**config.mk**
```make
export PLATFORM = sky130hd
export DESIGN_NAME = accum_pad_detect
export DESIGN_NICKNAME = d
export VERILOG_FILES = /design/src/rtl/accum_pad_pkg.sv /design/src/rtl/apd_byte_ram.sv /design/src/rtl/apd_capture.sv /design/src/rtl/apd_judge.sv /design/src/rtl/accum_pad_detect.sv
export SDC_FILE = /design/constraint.sdc
export NUM_CORES = 1
export LEC_CHECK = 0
export BUFFER_PORTS_ARGS = -buffer_cell sky130_fd_sc_hd__buf_2
export CELL_PAD_IN_SITES_DETAIL_PLACEMENT = 1
export CELL_PAD_IN_SITES_GLOBAL_PLACEMENT = 1
export CORE_ASPECT_RATIO = 1.1
export CORE_MARGIN = 3
export CORE_UTILIZATION = 50
export CTS_CLUSTER_SIZE = 25
export DETAILED_ROUTE_END_ITERATION = 8
export PLACE_DENSITY = 0.86
export SYNTH_ARGS = -nofsm -noshare
export SYNTH_HDL_FRONTEND = slang
export SYNTH_SLANG_ARGS = --single-unit
```
**constraint.sdc**
```tcl
create_clock -name clk -period 5.3 [get_ports clk]
set_input_delay 1.59 -clock clk [delete_from_list [all_inputs] [get_ports clk]]
set_output_delay 1.59 -clock clk [all_outputs]
set_load 0.005 [all_outputs]
```
**src/rtl/accum_pad_pkg.sv**
```systemverilog
package accum_pad_pkg;
  localparam int TRAIL_BYTES = 8;
  localparam int TRAIL_W     = TRAIL_BYTES * 8;
  localparam logic [7:0] PAD_MARK = 8'h80;
  typedef logic [TRAIL_W-1:0] trailer_t;
  typedef logic [7:0]         byte_t;
endpackage

```
**src/rtl/apd_byte_ram.sv**
```systemverilog
module apd_byte_ram #(
  parameter int DEPTH  = 64,
  parameter int ADDR_W = 6
) (
  input  logic              clk,
  input  logic              we,
  input  logic [ADDR_W-1:0] waddr,
  input  logic [7:0]        wdata,
  input  logic [ADDR_W-1:0] raddr,
  output logic [7:0]        rdata
);
  logic [7:0] mem [DEPTH];

  always_ff @(posedge clk) begin
    if (we) mem[waddr] <= wdata;
    rdata <= mem[raddr];
  end
endmodule

```
**src/rtl/apd_capture.sv**
```systemverilog
module apd_capture
  import accum_pad_pkg::*;
#(
  parameter int MAX_REQ = 64,
  parameter int LEN_W   = 7,
  parameter int ADDR_W  = 6
) (
  input  logic              clk,
  input  logic              rst,
  input  logic              clr,
  input  logic              accept,
  input  logic              sop,
  input  logic              eop,
  input  byte_t             din,
  output logic              wr_en,
  output logic [ADDR_W-1:0] wr_addr,
  output byte_t             wr_data,
  output logic              req_done,
  output logic [LEN_W-1:0]  req_len,
  output trailer_t          trailer
);
  logic [LEN_W-1:0] cnt, ncnt;
  logic             room;

  // Bytes beyond MAX_REQ are neither stored nor counted.
  assign room    = cnt < LEN_W'(MAX_REQ);
  assign ncnt    = sop ? LEN_W'(1) : (room ? cnt + LEN_W'(1) : cnt);
  assign wr_en   = accept && (sop || room);
  assign wr_addr = sop ? '0 : cnt[ADDR_W-1:0];
  assign wr_data = din;

  always_ff @(posedge clk) begin
    if (rst || clr) begin
      cnt      <= '0;
      trailer  <= '0;
      req_done <= 1'b0;
      req_len  <= '0;
    end else begin
      req_done <= accept && eop;
      if (accept) begin
        cnt     <= ncnt;
        // A new request starts with a zero-filled trailer.
        trailer <= sop ? {{(TRAIL_W-8){1'b0}}, din} : {trailer[TRAIL_W-9:0], din};
        if (eop) req_len <= ncnt;
      end
    end
  end

  // nothing is captured while input is blocked.
  p_ignore_r10: assert property (@(posedge clk) disable iff (rst)
    (!accept && !clr) |=> ($stable(cnt) && $stable(trailer)));
endmodule

```
**src/rtl/apd_judge.sv**
```systemverilog
module apd_judge
  import accum_pad_pkg::*;
#(
  parameter int LEN_W   = 7,
  parameter int ADDR_W  = 6,
  parameter int TOTAL_W = 32
) (
  input  logic              clk,
  input  logic              rst,
  input  logic              clr,
  input  logic              req_done,
  input  logic [LEN_W-1:0]  req_len,
  input  trailer_t          trailer,
  input  byte_t             rd_data,
  output logic [ADDR_W-1:0] rd_addr,
  output logic              busy,
  output logic              res_valid,
  output logic              res_final,
  output logic [LEN_W-1:0]  res_len
);
  logic [TOTAL_W-1:0] total, total_new, pad, tot_q;
  logic [TRAIL_W-1:0] claim64, tot64;
  logic               claim_ok, in_range, look, hit_q, fin;
  logic [LEN_W-1:0]   offset, off_q, len_q;

  // Stage 1: arithmetic on the finished request.
  assign total_new = total + TOTAL_W'(req_len);
  assign claim64   = {3'b000, trailer[TRAIL_W-1:3]};
  assign tot64     = TRAIL_W'(total_new);
  assign claim_ok  = claim64 <= tot64;
  assign pad       = total_new - TOTAL_W'(claim64);
  assign in_range  = claim_ok && (pad != '0) && (pad <= TOTAL_W'(req_len));
  assign offset    = req_len - LEN_W'(pad);
  assign rd_addr   = offset[ADDR_W-1:0];
  assign busy      = req_done || look;

  // Stage 2: marker test on the byte read back.
  assign fin = hit_q && (rd_data == PAD_MARK);

  always_ff @(posedge clk) begin
    if (rst || clr) begin
      look      <= 1'b0;
      hit_q     <= 1'b0;
      off_q     <= '0;
      len_q     <= '0;
      tot_q     <= '0;
      total     <= '0;
      res_valid <= 1'b0;
      res_final <= 1'b0;
      res_len   <= '0;
    end else begin
      look      <= req_done;
      res_valid <= look;
      if (req_done) begin
        hit_q <= in_range;
        off_q <= offset;
        len_q <= req_len;
        tot_q <= total_new;
      end
      if (look) begin
        res_final <= fin;
        res_len   <= fin ? off_q : len_q;
        total     <= fin ? '0 : tot_q;
      end
    end
  end

  p_pulse_r9: assert property (@(posedge clk) disable iff (rst)
    res_valid |=> !res_valid);
  p_latency_r9: assert property (@(posedge clk) disable iff (rst)
    (look && !clr) |=> res_valid);
  p_final_len_r5: assert property (@(posedge clk) disable iff (rst)
    (res_valid && res_final) |-> (res_len < len_q));
  p_total_reset_r7: assert property (@(posedge clk) disable iff (rst)
    (res_valid && res_final) |-> (total == '0));
  p_clr_r8: assert property (@(posedge clk) disable iff (rst)
    clr |=> (!res_valid && total == '0 && !look));
endmodule

```
**src/rtl/accum_pad_detect.sv**
```systemverilog
module accum_pad_detect
  import accum_pad_pkg::*;
#(
  parameter  int MAX_REQ = 64,
  parameter  int TOTAL_W = 32,
  localparam int LEN_W   = $clog2(MAX_REQ + 1)
) (
  input  logic             clk,
  input  logic             rst,
  input  logic             clr,
  input  logic             in_valid,
  input  logic             in_sop,
  input  logic             in_eop,
  input  logic [7:0]       in_byte,
  output logic             res_valid,
  output logic             res_final,
  output logic [LEN_W-1:0] res_len
);
  localparam int ADDR_W = (MAX_REQ > 1) ? $clog2(MAX_REQ) : 1;

  logic              accept, busy, wr_en, req_done;
  logic [ADDR_W-1:0] wr_addr, rd_addr;
  byte_t             wr_data, rd_data;
  logic [LEN_W-1:0]  cap_len;
  trailer_t          trailer;

  assign accept = in_valid && !busy;

  apd_capture #(.MAX_REQ(MAX_REQ), .LEN_W(LEN_W), .ADDR_W(ADDR_W)) u_cap (
    .clk(clk), .rst(rst), .clr(clr), .accept(accept), .sop(in_sop), .eop(in_eop),
    .din(in_byte), .wr_en(wr_en), .wr_addr(wr_addr), .wr_data(wr_data),
    .req_done(req_done), .req_len(cap_len), .trailer(trailer));

  apd_byte_ram #(.DEPTH(MAX_REQ), .ADDR_W(ADDR_W)) u_ram (
    .clk(clk), .we(wr_en), .waddr(wr_addr), .wdata(wr_data),
    .raddr(rd_addr), .rdata(rd_data));

  apd_judge #(.LEN_W(LEN_W), .ADDR_W(ADDR_W), .TOTAL_W(TOTAL_W)) u_judge (
    .clk(clk), .rst(rst), .clr(clr), .req_done(req_done), .req_len(cap_len),
    .trailer(trailer), .rd_data(rd_data), .rd_addr(rd_addr), .busy(busy),
    .res_valid(res_valid), .res_final(res_final), .res_len(res_len));

  // a non-final decision passes the whole request length.
  p_nonfinal_r6: assert property (@(posedge clk) disable iff (rst)
    (res_valid && !res_final) |-> (res_len == cap_len));
endmodule

```
# After elaboration in Yosys (flattened, before gate mapping)
# Memory sizes are Yosys's and may differ from the RTL's. A register that Yosys moved wholly into a read port is not among the register bits.
# Cells that the tools add are included.
[totals] ff_bits=168 elab_cells=42 ram_bits=512 n_memories=1
[op_classes] n_mux=8 add_sub_neg=4 order_cmp=3 reduce_logical=12 eq_ne=1
[memory_table] name="u_ram.mem" words=64 word_bits=8 read_ports=1 rd_ports_with_merged_regs=1 write_ports=1 line_no="apd_byte_ram.sv:12" rtl="logic [7:0] mem [DEPTH];"
[op_table] operator="64-bit 2-to-1 mux" n=1
[op_table] operator="61-bit by 32-bit <= comparator with 1-bit output" n=1
[op_table] operator="32-bit by 7-bit adder with 32-bit output" n=1
[op_table] operator="32-bit by 7-bit <= comparator with 1-bit output" n=1
[op_table] operator="32-bit 2-to-1 mux" n=1
[op_table] operator="32-bit nonzero test" n=1
[op_table] operator="32-bit subtractor" n=1
[op_table] operator="7-bit 2-to-1 mux" n=3
[op_table] operator="8-bit equality test (second input constant)" n=1
[op_table] operator="7-bit by 1-bit adder with 7-bit output (second input constant)" n=1
[op_table] operator="7-bit < comparator (second input constant)" n=1
[op_table] operator="7-bit subtractor" n=1
[op_table] operator="1-bit logical AND" n=6
[op_table] operator="6-bit 2-to-1 mux" n=1
[op_table] operator="1-bit logical OR" n=3
[op_table] operator="1-bit 2-to-1 mux" n=2
[op_table] operator="2-bit AND reduction" n=1
[op_table] operator="1-bit zero test" n=1

# Longest topological paths before layout
[depth] ltp_word=6 depth_mapped=23 depth_no_buf=23

# Modules after synthesis
# Synthesis repeated with hierarchy kept, for this count alone.
[unflattened] cells_unflattened=2260 area_unflattened_um2=30830.8
[modules_own_cells] mod="apd_byte_ram" seq_area_each_um2=15534.9 area_per_inst_um2=20166.8 cells_per_inst=940 instances=1
[modules_own_cells] mod="apd_judge" seq_area_each_um2=1781.7 area_per_inst_um2=7265.7 cells_per_inst=947 instances=1
[modules_own_cells] mod="apd_capture" seq_area_each_um2=1581.5 area_per_inst_um2=3384.5 cells_per_inst=372 instances=1
[modules_own_cells] mod="accum_pad_detect" seq_area_each_um2=0.0 area_per_inst_um2=13.8 cells_per_inst=1 instances=1

# Worst setup path after synthesis
# OpenSTA, ideal clock, no wires.
[synth_path] kind="reg2reg" start="reg u_cap.req_len[0]" end="reg u_judge.hit_q" stages_incl_launch_ff=24 synth_period_minus_slack_ns=4.486 arrival_ns=4.426 path_slack_ns=0.814 setup_time_ns=0.059 required_time_ns=5.241 path_buffers=1 path_cell_list="dfxtp_1 > ha_1 > inv_1 > fa_1 > nor2b_1 > o21ai_0 > a21boi_0 > o21ai_0 > a21oi_1 > o21ai_1 > nor3_1 > xnor2_1 > inv_1 > ha_1 > buf_4 > a21oi_2 > o21ai_1 > a2111oi_4 > inv_2 > o21ai_0 > a2bb2o_1 > nor4_1 > nand4_1 > nand2_1"
[synth_via] elab_chain_cells=5
[synth_lines] item="start, declared" line_no="apd_capture.sv:19" rtl="output logic [LEN_W-1:0] req_len,"
[synth_lines] item="start signal, assigned" line_no="apd_capture.sv:44" rtl="if (eop) req_len <= ncnt;"
[synth_lines] item="32-bit by 7-bit adder with 32-bit output *" line_no="apd_judge.sv:27" rtl="assign total_new = total + TOTAL_W'(req_len);"
[synth_lines] item="named net u_judge.total_new[14]" line_no="apd_judge.sv:21" rtl="logic [TOTAL_W-1:0] total, total_new, pad, tot_q;"
[synth_lines] item="branches (longest 3 deep; another with 32-bit subtractor)"
[synth_lines] item="1-bit logical AND *" line_no="apd_judge.sv:32" rtl="assign in_range = claim_ok && (pad != '0) && (pad <= TOTAL_W'(req_len));"
[synth_lines] item="end signal, assigned" line_no="apd_judge.sv:55" rtl="hit_q <= in_range;"
[synth_lines] item="end, declared" line_no="apd_judge.sv:23" rtl="logic claim_ok, in_range, look, hit_q, fin;"
# Mark *: on every way through the listed nets, which the timed path passes.
# A chain may end at the register's enable or synchronous reset.

# Worst setup path in the final report
# Same ends and word-level chain as after synthesis.

==> impl_metrics.yaml <==
power:
  p_leak_uw: 0.0116
  peakVddDrop_mv: 0.372
  total_power_uw: 12100
  powerDensity_nw_per_um2: 357
layout:
  diodes: 0
  nets: 2307
  fin_util: 0.572
  drive_above_1_share: 0.180
  syn2layout_area_growth_pct: 11.9
route:
  dr.pass1.iters: 6
  routed_wl_mm: 91.3
  drc: 0
  drt_iter0_drc: 2081
  ant_nets: 0
  wl_per_cell_um: 30.2
  viasPerCell: 6.49
  vias: 19600
global_route:
  grt_pass1_wl_mm: 136
  grt.overflow.total: 0
  antenna_found_initial: 0
  grt_pass1_vias: 20500
  grt_max_degree: 99
  track_usage: 0.289
placement:
  post-dp-hpwl_mm: 54.6
  pre_cts_slack_ps: 76.3
  gp_congestion: 0.926
  io_buffers: 22
synthesis:
  netlist_instances: 2169
  synth_edf_count: 512
  yosysWarningCount: 0
  postSynthRegisterBits: 688
  syn_area_um2: 30300
  synth_seq_area_share: 0.624
  synth_nets: 2270
  ys.flop_type: "edfxtp_1"
  synth_area_per_cell_um2: 14.0
  yosys.area.top_type_share: 0.508
  synthArstFlopShare: 0
  synth.distinct_cells: 78
  synth.largest_area_cell: "edfxtp_1"
  synth.area.top_cells: "edfxtp_1, mux4_2, dfxtp_1"
sta:
  skew_ps: 47.7
  final-setup-viol-count: 0
  slew_viol_final: 0
  fin_ws_ps: 209
  slew_headroom: 0.0823
  hold_ws_ps: 462
  min_period_over_period: 0.961
  finalCriticalPeriod_ps: 5090
  tightestPinTransition_ps: 1380
  hold_viol: 0
  fmax_ghz: 0.196
setup_path:
  worstSetupPathType: "flop to flop"
  cp-start-kind: "flop"
  critPathRequiredTime_ps: 5850
  cp-end-kind: "flop"
  worstPathMaxFanout: 9
  reg2reg_setup_slack_ps: 210
  crit_arrival_ps: 5640
floorplanning:
  die_x_um: 241
  start_util: 0.511
  fp-row-count: 93
  io_pins: 23
  coreArea_um2: 59200
  chipHeight_um: 264
  die_area_um2: 63500
status:
  status: "completed"
clocking:
  cts_sinks: 688
  path_clk_slew_ps: 60
  cts_tree: "done"
  clk_latency_ps: 630
  numCtsBuffers: 71
  ctsHoldBuffers: 0
  cts_buffer_depth: 3
  htree_num_levels: 3
  root_buffer: "clkbuf_16"
hold_path:
  hold_class: "flop to flop"
run:
  cap_violations: 0
[worst paths after layout]
kind,startpoint,depth (start not counted),end
hold / removal,u_judge.tot_q[21],2,u_judge.tot_q[21]
setup / recovery,u_cap.req_len[0],23,u_judge.hit_q
hold reg to reg,u_judge.tot_q[21],2,u_judge.tot_q[21]
setup reg to reg,u_cap.req_len[0],23,u_judge.hit_q
[cell usage in the layout (no fill, tap or decap), types with 60 or more instances in the layout]
cell and instances:
nand2_1 179, inv_1 97, nor2_1 148, dfxtp_1 173, edfxtp_1 512, a21oi_1 178
mux4_2 168, buf_4 60, clkbuf_16 72, ha_1 78
[layout make-up]
type | instances | area [um^2]
clock inverters | 43 | 338
clock buffers | 88 | 1910
well taps | 760 | 951
fillers | 5550 | 25400
repair buffers | 88 | 696
flip-flops and latches | 688 | 18900
inverters | 99 | 372
multi-input cells | 1258 | 10700
[critical path: stages (launching register included)]
cell      delay [ps]
dfxtp_1          360
ha_1             180
inv_1             60
fa_1             400
nor2b_1          120
o21ai_0          120
a21boi_1         200
o21ai_0          150
a21oi_2          240
buf_4            170
o21a_2           170
nand2_1          120
xor2_2           270
inv_1             80
ha_1             390
buf_4            210
nand4_1          180
or4_1            530
o32a_1           190
o21ai_0          140
o32ai_1          170
nor4_1           350
nand4_1          140
nand2_1           80
[stage by stage]
stage | setup TNS (ps) | area (um^2) | instances
CTS | 0 | 33700 | 3021
finish | 0 | 33900 | 3024
detailed placement | 0 | 31400 | 2890
global placement | 0 | 31400 | 2890
global route | -80.6 | 33900 | 3024
floorplan | 0 | 30300 | 2169
[timing repair]
item                       4_1_cts  5_1_grt
setup endpoints to repair        1        1
pin swaps                        0        4
gates resized for setup          1       30
gates cloned                     0        0
setup buffers                    0        2
[registers in the layout, summed over array words and instances (netlist names)]
name	cells
u_ram.rdata	8
u_cap.req_done	1
u_judge.look	1
u_judge.hit_q	1
u_cap.req_len	7
u_ram.mem	512
u_judge.res_valid	1
u_judge.res_len	7
u_judge.res_final	1
u_judge.total	32
u_judge.len_q	7
u_judge.tot_q	32
u_cap.cnt	7
u_judge.off_q	7
u_cap.trailer	64
[kinds of logic after synthesis]
kind of cell | Yosys count | share of synthesized area
DFF | 688 | 0.624
and+or+nand+nor | 555 | 0.0871
AOI/OAI and AO/OA | 368 | 0.0731
buffers and inverters | 223 | 0.0291
muxes | 200 | 0.136
adders and majority gates | 87 | 0.0367
xor gates and xnor gates | 48 | 0.0139
[layer usage]
metal  wire, um  global-route usage  share of wire
met1      33600               0.356           0.37
met4       4700               0.134          0.051
met3       6410              0.0477          0.070
met5          0                   0              0
met2      46600               0.498           0.51
[cell usage after synthesis, types with 11 or more instances]
| library cell | instances |
|---|---|
| a211oi_1 | 19 |
| a21o_1 | 22 |
| a21oi_1 | 180 |
| and3_1 | 11 |
| buf_2 | 24 |
| clkbuf_1 | 88 |
| dfxtp_1 | 176 |
| edfxtp_1 | 512 |
| ha_1 | 84 |
| inv_1 | 97 |
| mux2i_1 | 31 |
| mux4_2 | 168 |
| nand2_1 | 180 |
| nand3_1 | 58 |
| nand3b_1 | 25 |
| nand4_1 | 22 |
| nor2_1 | 148 |
| nor2b_1 | 11 |
| nor3_1 | 17 |
| nor4_1 | 16 |
| o21a_1 | 11 |
| o21ai_0 | 61 |
| o21ai_1 | 14 |
| or3_1 | 34 |
| xnor2_1 | 20 |
| xor2_1 | 28 |
[where the power goes]
part / switching (uW) / leakage [uW] / total (uW) / internal, uW
Clock: 2250 / 0.00109 / 4960 / 2700
Sequential: 28.2 / 0.00603 / 5850 / 5820
Combinational: 722 / 0.00444 / 1260 / 543
Power figures use the tool's default switching activity.
